$ cat config.mk
export PLATFORM = sky130hd
export DESIGN_NAME = llsc_monitor
export DESIGN_NICKNAME = d
export VERILOG_FILES = /design/src/rtl/llsc_pkg.sv /design/src/rtl/llsc_rst_sync.sv /design/src/rtl/llsc_rr_arb.sv /design/src/rtl/llsc_resv_slot.sv /design/src/rtl/llsc_word_mem.sv /design/src/rtl/llsc_monitor.sv
export SDC_FILE = /design/constraint.sdc
export NUM_CORES = 1
export LEC_CHECK = 0
export BUFFER_PORTS_ARGS = -buffer_cell sky130_fd_sc_hd__buf_2
export CAP_MARGIN = 10
export CORE_MARGIN = 5
export CORE_UTILIZATION = 50
export CTS_CLUSTER_DIAMETER = 200
export DETAILED_ROUTE_END_ITERATION = 10
export HOLD_SLACK_MARGIN = 0.05
export PLACE_DENSITY = 0.77
export SETUP_SLACK_MARGIN = 0.15
export SLEW_MARGIN = 5
export SYNTH_ARGS = -nofsm -noshare
export SYNTH_HDL_FRONTEND = slang
export SYNTH_SLANG_ARGS = --single-unit
$ cat constraint.sdc
create_clock -name clk -period 3.1 [get_ports clk]
set_input_delay 0.155 -clock clk [delete_from_list [all_inputs] [get_ports clk]]
set_output_delay 0.155 -clock clk [all_outputs]
set_load 0.03 [all_outputs]
$ cat src/rtl/llsc_pkg.sv
package llsc_pkg;
  typedef enum logic [1:0] {
    OP_READ  = 2'b00,
    OP_WRITE = 2'b01,
    OP_LINK  = 2'b10,
    OP_COND  = 2'b11
  } llsc_op_e;
endpackage

$ cat src/rtl/llsc_rst_sync.sv
module llsc_rst_sync (
  input  logic clk,
  input  logic rst_n,
  output logic rst_sync_n
);
  logic [1:0] stage_q;

  always_ff @(posedge clk or negedge rst_n) begin
    if (!rst_n) stage_q <= 2'b00;
    else        stage_q <= {stage_q[0], 1'b1};
  end

  assign rst_sync_n = stage_q[1];
endmodule

$ cat src/rtl/llsc_rr_arb.sv
module llsc_rr_arb #(
  parameter int N = 2
) (
  input  logic         clk,
  input  logic         rst_n,
  input  logic [N-1:0] req,
  output logic [N-1:0] gnt
);
  localparam int PW = (N > 1) ? $clog2(N) : 1;

  logic [PW-1:0] ptr_q, ptr_d;
  logic [PW-1:0] win;
  logic          found;

  always_comb begin
    gnt   = '0;
    found = 1'b0;
    win   = '0;
    for (int k = 0; k < N; k++) begin
      int idx;
      idx = int'(ptr_q) + k;
      if (idx >= N) idx = idx - N;
      if (!found && req[idx]) begin
        found    = 1'b1;
        gnt[idx] = 1'b1;
        win      = PW'(idx);
      end
    end
  end

  always_comb begin
    ptr_d = ptr_q;
    if (found) begin
      if (win == PW'(N - 1)) ptr_d = '0;
      else                   ptr_d = PW'(win + 1'b1);
    end
  end

  always_ff @(posedge clk or negedge rst_n) begin
    if (!rst_n) ptr_q <= '0;
    else        ptr_q <= ptr_d;
  end
endmodule

$ cat src/rtl/llsc_resv_slot.sv
module llsc_resv_slot #(
  parameter int AW = 4
) (
  input  logic          clk,
  input  logic          rst_n,
  input  logic          own_link,
  input  logic          own_cond,
  input  logic [AW-1:0] op_addr,
  input  logic          wr_en,
  output logic          resv_valid,
  output logic [AW-1:0] resv_addr
);
  logic          valid_q, valid_d;
  logic [AW-1:0] addr_q, addr_d;
  logic          addr_en;

  always_comb begin
    valid_d = valid_q;
    addr_d  = addr_q;
    addr_en = 1'b0;
    if (own_link) begin
      valid_d = 1'b1;
      addr_d  = op_addr;
      addr_en = 1'b1;
    end else if (own_cond) begin
      valid_d = 1'b0;
    end else if (wr_en && valid_q && (op_addr == addr_q)) begin
      valid_d = 1'b0;
    end
  end

  always_ff @(posedge clk or negedge rst_n) begin
    if (!rst_n) valid_q <= 1'b0;
    else        valid_q <= valid_d;
  end

  always_ff @(posedge clk or negedge rst_n) begin
    if (!rst_n)       addr_q <= '0;
    else if (addr_en) addr_q <= addr_d;
  end

  assign resv_valid = valid_q;
  assign resv_addr  = addr_q;
endmodule

$ cat src/rtl/llsc_word_mem.sv
module llsc_word_mem #(
  parameter int AW = 4,
  parameter int DW = 32
) (
  input  logic          clk,
  input  logic          rst_n,
  input  logic          wr_en,
  input  logic          rd_en,
  input  logic [AW-1:0] addr,
  input  logic [DW-1:0] wdata,
  output logic [DW-1:0] rdata
);
  localparam int DEPTH = 1 << AW;

  logic [DW-1:0] cell_q [DEPTH];
  logic [DW-1:0] rdata_q;

  always_ff @(posedge clk) begin
    if (wr_en) cell_q[addr] <= wdata;
  end

  always_ff @(posedge clk or negedge rst_n) begin
    if (!rst_n)     rdata_q <= '0;
    else if (rd_en) rdata_q <= cell_q[addr];
  end

  assign rdata = rdata_q;
endmodule

$ cat src/rtl/llsc_monitor.sv
module llsc_monitor
  import llsc_pkg::*;
#(
  parameter int NREQ = 2,
  parameter int AW   = 4,
  parameter int DW   = 32
) (
  input  logic               clk,
  input  logic               rst_n,
  input  logic [NREQ-1:0]    req_valid,
  input  logic [2*NREQ-1:0]  req_op,
  input  logic [NREQ*AW-1:0] req_addr,
  input  logic [NREQ*DW-1:0] req_wdata,
  output logic [NREQ-1:0]    req_ready,
  output logic [NREQ-1:0]    rsp_valid,
  output logic [NREQ*DW-1:0] rsp_data
);
  logic              rst_sync_n;
  logic [NREQ-1:0]   req_eff;
  logic [NREQ-1:0]   gnt;
  logic              any_gnt;
  llsc_op_e          sel_op;
  logic [AW-1:0]     sel_addr;
  logic [DW-1:0]     sel_wdata;
  logic [NREQ-1:0]   resv_valid;
  logic [AW-1:0]     resv_addr [NREQ];
  logic              sel_resv_valid;
  logic [AW-1:0]     sel_resv_addr;
  logic              cond_ok;
  logic              mem_wr;
  logic              mem_rd;
  logic [DW-1:0]     mem_rdata;

  logic [NREQ-1:0]   rsp_valid_q, rsp_valid_d;
  llsc_op_e          rsp_kind_q, rsp_kind_d;
  logic              rsp_flag_q, rsp_flag_d;
  logic              rsp_meta_en;
  logic [DW-1:0]     payload;

  llsc_rst_sync u_rst_sync (
    .clk        (clk),
    .rst_n      (rst_n),
    .rst_sync_n (rst_sync_n)
  );

  assign req_eff = req_valid & {NREQ{rst_sync_n}};

  llsc_rr_arb #(.N(NREQ)) u_arb (
    .clk   (clk),
    .rst_n (rst_sync_n),
    .req   (req_eff),
    .gnt   (gnt)
  );

  assign req_ready = gnt;
  assign any_gnt   = |gnt;

  // Select the granted lane's request and reservation
  always_comb begin
    sel_op         = OP_READ;
    sel_addr       = '0;
    sel_wdata      = '0;
    sel_resv_valid = 1'b0;
    sel_resv_addr  = '0;
    for (int i = 0; i < NREQ; i++) begin
      if (gnt[i]) begin
        sel_op         = llsc_op_e'(req_op[2*i +: 2]);
        sel_addr       = req_addr[i*AW +: AW];
        sel_wdata      = req_wdata[i*DW +: DW];
        sel_resv_valid = resv_valid[i];
        sel_resv_addr  = resv_addr[i];
      end
    end
  end

  assign cond_ok = any_gnt && (sel_op == OP_COND) && sel_resv_valid &&
                   (sel_resv_addr == sel_addr);
  assign mem_wr  = any_gnt && ((sel_op == OP_WRITE) || cond_ok);
  assign mem_rd  = any_gnt && ((sel_op == OP_READ) || (sel_op == OP_LINK));

  genvar g;
  generate
    for (g = 0; g < NREQ; g++) begin : g_slot
      llsc_resv_slot #(.AW(AW)) u_slot (
        .clk        (clk),
        .rst_n      (rst_sync_n),
        .own_link   (gnt[g] && (sel_op == OP_LINK)),
        .own_cond   (gnt[g] && (sel_op == OP_COND)),
        .op_addr    (sel_addr),
        .wr_en      (mem_wr),
        .resv_valid (resv_valid[g]),
        .resv_addr  (resv_addr[g])
      );
    end
  endgenerate

  llsc_word_mem #(.AW(AW), .DW(DW)) u_mem (
    .clk   (clk),
    .rst_n (rst_sync_n),
    .wr_en (mem_wr),
    .rd_en (mem_rd),
    .addr  (sel_addr),
    .wdata (sel_wdata),
    .rdata (mem_rdata)
  );

  // Response next state
  always_comb begin
    rsp_valid_d = gnt;
    rsp_meta_en = any_gnt;
    rsp_kind_d  = sel_op;
    rsp_flag_d  = cond_ok;
  end

  always_ff @(posedge clk or negedge rst_sync_n) begin
    if (!rst_sync_n) rsp_valid_q <= '0;
    else             rsp_valid_q <= rsp_valid_d;
  end

  always_ff @(posedge clk or negedge rst_sync_n) begin
    if (!rst_sync_n) begin
      rsp_kind_q <= OP_READ;
      rsp_flag_q <= 1'b0;
    end else if (rsp_meta_en) begin
      rsp_kind_q <= rsp_kind_d;
      rsp_flag_q <= rsp_flag_d;
    end
  end

  always_comb begin
    case (rsp_kind_q)
      OP_READ, OP_LINK: payload = mem_rdata;
      OP_COND:          payload = DW'(rsp_flag_q);
      default:          payload = '0;
    endcase
  end

  always_comb begin
    for (int i = 0; i < NREQ; i++) begin
      rsp_data[i*DW +: DW] = rsp_valid_q[i] ? payload : '0;
    end
  end

  assign rsp_valid = rsp_valid_q;
endmodule

==> run_results.csv, run 1 <==
group,metric,value,unit
run_status,status,"finished, final reports clean",
routing,dr_total_vias,15210,
global_route,grt_pass1_vias,15330,
synth,synth_top_cell_area_share,66.17,%
power,p_leak,9.491,nW
sta,fin_setup_tns,0,ns
global_route,met3_usage,6.161,%
global_route,use_met1,34.41,%
worst_setup_path,crit_chain,"nand2b_4, buf_6, a32o_2, xnor2_2, o41a_4, buf_6, nor4_4, buf_4, bufbuf_16",
placed_design,gp_congestion,0.8639,
worst_setup_path,critPathKind,"reg -> reg",
placed_design,portBuffers,147,
routing,drtIter0Drc,2237,
global_route,gr-max-usage-layer,"met2",
placed_design,dp_cells,2211,
sta,fin_skew,0.02549,ns
final_layout,diodes,0,
final_layout,fillCellCount,3288,
sta,final.period_utilization,95.15,%
global_route,antenna_found_initial,0,
routing,finalWirelength,63.81,mm
worst_setup_path,crit_buf_inv,4,
sta,drv_slew,0,
sta,worst_slack,0.1502,ns
placed_design,placed_area,0.02535,mm2
worst_setup_path,slowest_delay,0.56,ns
synth,synth_cell_types,46,
cts,max-clock-path-buffers,3,
sta,maxSlewHeadroom,36.23,%
global_route,grt_usage,24.51,%
cts,cts_tree,"done",
routing,drc,0,
synth,synth_area_leaders,"edfxtp_1 66%, dfrtp_1 5.4%, mux4_2 3.3%",
final_layout,drive_gt1_share,26.26,%
sta,tightest_slew,0.9566,ns
sta,setup_viol,0,
floorplan,die-area,0.05088,mm2
floorplan,start_util,50.23,%
routing,dr.pass1.iters,8,
synth,ys_seq_area_share,71.56,%
cts,cts.root.buffer_cell,"clkbuf_16",
global_route,grt_overflow,0,
global_route,grt_max_degree,119,
floorplan,die_h,225.6,um
floorplan,row_count,79,
global_route,grt_use_met2,38.41,%
final_layout,ff_latch_area,0.01663,mm2
sta,rsz0062_at_grt,"no",
final_layout,fin_cells,2332,
final_layout,design_area,0.02749,mm2
worst_setup_path,worst-endpoint-required,3.42,ns
final_layout,area_delta_synth_final,18.31,%
power,powerDensity,624.8,mW/mm2
sta,hold_viol_final,0,
cts,clk_pin_slew_worst_paths,0.06,ns
placed_design,preCtsSetupSlack,-0.002471,ns
cts,h-tree-depth,2,
cts,clock-sinks,562,
synth,synth_nets,1571,
final_layout,multiInputGateArea,0.006447,mm2
worst_setup_path,crit_family,"compound AO/OA/AOI/OAI gates",
sta,fin_crit,2.950,ns
cts,numCtsBuffers,56,
routing,via_per_inst,6.523,
final_layout,nets,1758,
routing,wl_per_cell,27.36,um
worst_setup_path,cp.arrival,3.27,ns
worst_setup_path,cp-end-kind,"flop",
run,drv_cap,0,
worst_hold_path,hold_class,"in -> reg",
synth,syn_area_per_cell,15.58,um2
routing,final_antenna_net_count,0,
floorplan,pin_count,148,
sta,hold_ws,0.1196,ns
worst_setup_path,worst_path_max_delay_cell,"o41a_4",
synth,ys_ff_latch,562,
synth,netlist_instances,1491,
synth,syn_area,0.02323,mm2
cts,clock_latency,0.61,ns
worst_setup_path,cp_max_fo,9,
global_route,grt_pass1_wl,94.76,mm
power,peakVddDrop,0.4554,mV
worst_setup_path,crit_top_cell,"buf_6",
worst_setup_path,crit_path_start_kind,"flop",
sta,clock.fmax,0.3390,GHz
power,report.power.total,17.18,mW
floorplan,core,0.04626,mm2
placed_design,hpwl,37.50,mm
synth,synth_top_area_cell,"edfxtp_1",
synth,ys_warn_count,0,
floorplan,die_w,225.6,um
final_layout,final_core_util,59.43,%
[registers in the layout, indices dropped and copies added, names as in the netlist, named ones only]
register,cells
u_mem.rdata,32
u_mem.cell_q,512
g_slot.u_slot.resv_addr,8
u_rst_sync.stage_q,2
rsp_flag_q,1
rsp_kind_q,2
g_slot.u_slot.resv_valid,2
rsp_valid,2
[report_power, final]
part           switching [mW]  internal [mW]  leakage [nW]
Clock                    2.88           3.66         0.877
Combinational            1.30          0.657          3.30
Sequential              0.169           8.51          5.31
[worst paths after layout]
check | startpoint | to | slack, ns | depth (start not counted)
max | flop | u_mem.cell_q[14][14] | 0.15 | 9
max in group asynchronous | u_rst_sync.stage_q[1] | u_mem.rdata[18] | 1.38 | 2
min | req_op[0] | rsp_kind_q[0] | 0.12 | 5
min in group asynchronous | rst_n | u_rst_sync.stage_q[1] | 0.42 | 3
max reg2reg | flop | u_mem.cell_q[14][14] | 0.15 | 9
min reg2reg | u_rst_sync.stage_q[0] | u_rst_sync.stage_q[1] | 0.37 | 0
[final cells by class]
class,count,area share (%)
Tap cell,607,2.763
Clock inverter,37,1.056
Inverter,2,0.04551
Sequential cell,562,60.49
Multi-Input combinational cell,802,23.45
Timing Repair Buffer,254,6.814
Clock buffer,68,5.375
[cell usage after synthesis, drive strengths merged]
library cell	instances
a21boi	3
and2	99
a22o	32
a21o	1
o41ai	2
nor4	24
mux4	34
xnor2	13
a221oi	31
edfxtp	512
a31oi	35
a32oi	39
or4	1
o22ai	15
a32o	5
buf	39
a311oi	11
clkbuf	86
conb	1
nand3	63
mux2i	45
a222oi	14
dfrtp	50
mux2	40
nor2b	6
o21ai	108
a211oi	30
nand2b	4
nand2	23
nand4	4
a22oi	17
nor2	40
inv	2
o41a	1
a21oi	61
[kinds of logic (layout without fill, tap and decap cells)]
| logic type | after synthesis | after routing | synth area share [%] |
|---|---|---|---|
| compound gates | 405 | 405 | 11.92 |
| xor+xnor | 13 | 13 | 0.4900 |
| buf+inv | 127 | 361 | 2.369 |
| flops | 562 | 562 | 71.56 |
| mux | 119 | 119 | 7.173 |
| other cells | 1 | 1 | 0.01614 |
| simple gates | 264 | 264 | 6.478 |
[metal layers]
layer | vias up | wire length [um]
met5 | - | 0
met4 | 0 | 1912
met3 | 143 | 7479
met2 | 1017 | 30000
met1 | 7640 | 24420
li1 | 6412 | -
[timing repair]
action,in CTS,in global routing
hold buffers,5,0
endpoints found under the hold margin,7,0
setup buffers,5,2
endpoints found under the setup margin,493,438
pin swaps,3,7
resized for setup,8,27
gates cloned,2,2
[cells in the final DEF (no fill, tap or decap), types with 17 or more instances in the layout]
master     netlist  routed
mux4_2          34      34
a22o_1          32      32
a31oi_1         35      35
a32oi_1         38      31
and2_1          99      98
buf_2           29     147
mux2_2          34      34
a221oi_1        31      31
a21oi_1         61      60
dfrtp_1         50      49
nand3_1         63      62
o21ai_0        108     108
clkinv_2         0      17
clkbuf_16        0      58
mux2i_1         45      45
edfxtp_1       512     512
a211oi_1        30      30
nor2_1          38      36
buf_12           0      17
nand2_1         22      21
buf_4            6      67
[worst min-delay path, delay by kind of cell]
family                 cells  cell delay, ns
and+or+nand+nor            2            0.15
AOI/OAI and AO/OA          1            0.13
buffers and inverters      2            0.25
Note: power is estimated with default switching activity, not from simulation.
==> inputs of run 2 (changes only) <==
BUFFER_PORTS_ARGS = -buffer_cell sky130_fd_sc_hd__buf_4   (was -buffer_cell sky130_fd_sc_hd__buf_2)
==> run 2 against run 1 <==
Sequential power hardly changed. First-iteration DRC count increased by 2.7%. Final cell count grew 0.47%. Register-to-register slack worse by 0.04 ns. Worst hold slack got worse by 0.00088 ns. Maximum frequency shrank 1.2%.
==> run_results.csv, run 2 (same netlist as run 1, synthesis figures left out) <==
group,metric,value,unit
cts,clock-sinks,562,
floorplan,pin_count,148,
final_layout,fillCellCount,3277,
sta,rsz0062_at_grt,"yes",
worst_setup_path,worst-endpoint-required,3.41,ns
cts,h-tree-depth,2,
sta,final.period_utilization,96.35,%
power,p_int,13.23,mW
cts,cts_tree,"done",
final_layout,mostFrequentLayoutCell,"edfxtp_1",
cts,clock_latency,0.61,ns
final_layout,diodes,0,
floorplan,die-area,0.05088,mm2
final_layout,regMostFlops,"u_mem.cell_q",
power,p_switching,4.290,mW
floorplan,row_count,79,
run,drv_cap,0,
floorplan,core,0.04626,mm2
cts,cts.root.buffer_cell,"clkbuf_16",
floorplan,die_h,225.6,um
worst_setup_path,crit_path_start_kind,"flop",
power,p_clk_share,39.0,%
final_layout,drive_gt1_share,26.67,%
power,powerDensity,623.9,mW/mm2
global_route,grt_max_degree,119,
power,peakVddDrop,0.5472,mV
sta,tightest_slew,1.195,ns
sta,setup_viol,0,
final_layout,multiInputGateArea,0.006391,mm2
cts,max-clock-path-buffers,3,
global_route,antenna_found_initial,1,
global_route,grt_pass1_vias,14700,
sta,fin_crit,2.987,ns
routing,finalWirelength,62.34,mm
global_route,grt_overflow,0,
final_layout,area_delta_synth_final,20.88,%
cts,numCtsBuffers,55,
sta,fin_skew,0.02543,ns
power,combPwrFrac,11.5,%
worst_hold_path,hold_class,"in -> reg",
routing,drtIter0Drc,2297,
routing,wl_per_cell,26.61,um
power,report.power.total,17.52,mW
final_layout,ff_latch_area,0.01663,mm2
final_layout,nets,1769,
routing,dr_total_vias,15200,
cts,clk_pin_slew_worst_paths,0.07,ns
sta,drv_slew,0,
global_route,grt_usage,23.36,%
sta,clock.fmax,0.3348,GHz
sta,maxSlewHeadroom,19.52,%
routing,via_per_inst,6.487,
routing,final_antenna_net_count,0,
final_layout,design_area,0.02809,mm2
routing,drc,0,
placed_design,hpwl,35.94,mm
global_route,grt_pass1_wl,90.47,mm
run_status,status,"finished, final reports clean",
sta,hold_viol_final,0,
sta,worst_slack,0.1133,ns
power,switching_share,24.49,%
placed_design,gp_congestion,0.8631,
floorplan,start_util,50.23,%
final_layout,layout_common_cells,"512 x edfxtp_1, 213 x buf_4, 108 x o21ai_0, 98 x and2_1, 62 x nand3_1",
worst_setup_path,cp-end-kind,"flop",
power,p_leak,9.658,nW
floorplan,die_w,225.6,um
worst_setup_path,critPathKind,"reg -> reg",
final_layout,largest_register_ffs,512,
routing,dr.pass1.iters,9,
worst_setup_path,cp.arrival,3.30,ns
placed_design,portBuffers,147,
power,sequentialPowerShare,49.6,%
placed_design,preCtsSetupSlack,0.08092,ns
worst_setup_path,cp_max_fo,13,
placed_design,placed_area,0.02567,mm2
-- run 2: changes by cell type in the layout (fill, tap and decap cells not counted), moves of 3 or more --
cell / change
a32oi_1: +3
buf_2: -146
buf_4: +146
buf_6: +4
bufinv_16: +4
clkbuf_1: -4
clkbuf_8: +4
clkinv_2: -3
xnor2_1: +3
xnor2_2: -3
-- run 2: repair_timing --
item	CTS	global route
setup buffers	2	19
pin swaps	1	12
resized for setup	11	37
hold buffers	5	0
gates cloned	0	10
endpoints found under the setup margin	339	542
hold endpoints to repair	13	0
-- run 2: worst paths after layout --
path | start | end | slack, ns | cells past startpoint
worst max-delay path | flop | u_mem.cell_q[11][25] | 0.11 | 9
worst min-delay path | req_op[0] | rsp_kind_q[0] | 0.12 | 5
worst max register to register | flop | u_mem.cell_q[11][25] | 0.11 | 9
worst min register to register | u_rst_sync.stage_q[0] | u_rst_sync.stage_q[1] | 0.35 | 0
max in group asynchronous | u_rst_sync.stage_q[1] | u_mem.rdata[0] | 1.83 | 1
min in group asynchronous | u_rst_sync.stage_q[1] | rsp_valid[0] | 0.42 | 1
-- run 2: layout make-up --
class                   instances  area share [%]
clock inverters                38           1.483
flip-flops and latches        562           59.21
well taps                     607           2.704
clock buffers                  66           5.226
inverters                       2         0.04455
repair buffers                265           8.576
multi-input cells             803           22.76
-- run 2: power groups by stage --
| stage | registers, mW | clock network (mW) | logic [mW] |
|---|---|---|---|
| after floorplan | 8.75 | 0 | 1.21 |
| after global placement | 8.83 | 0 | 1.84 |
| after detailed placement | 8.84 | 0 | 1.89 |
| after CTS | 8.68 | 6.91 | 1.92 |
| after global routing | 8.70 | 7.27 | 2.13 |
| final | 8.68 | 6.83 | 2.01 |
-- run 2: routing by layer --
layer	GRT usage, %	routed length, um	up-vias
met5	0	13	-
met4	6.052	1768	2
met3	5.382	6919	133
met2	36.74	29200	1029
met1	33.51	24440	7618
li1	-	-	6416
-- run 2: critical path, cell delays in order, from the launching register on --
cell       delay, ns
dfrtp_1         0.38
nand2b_2        0.23
a32oi_2         0.39
nor2_8          0.06
xnor2_1         0.18
o41a_4          0.56
buf_12          0.19
nor4_4          0.30
buf_6           0.19
clkbuf_16       0.20
-- run 2: through the flow --
step                      std cells  utilization, %  TNS, ns  hold WS [ns]
after floorplan                1491               -  -366.15       -0.1406
after global placement         2203           55.49        0      -0.05823
after detailed placement       2203           55.49        0      -0.06042
after CTS                      2314           59.86        0        0.1031
after global routing           2343           60.71        0        0.1344
final                          2343           60.71        0        0.1187
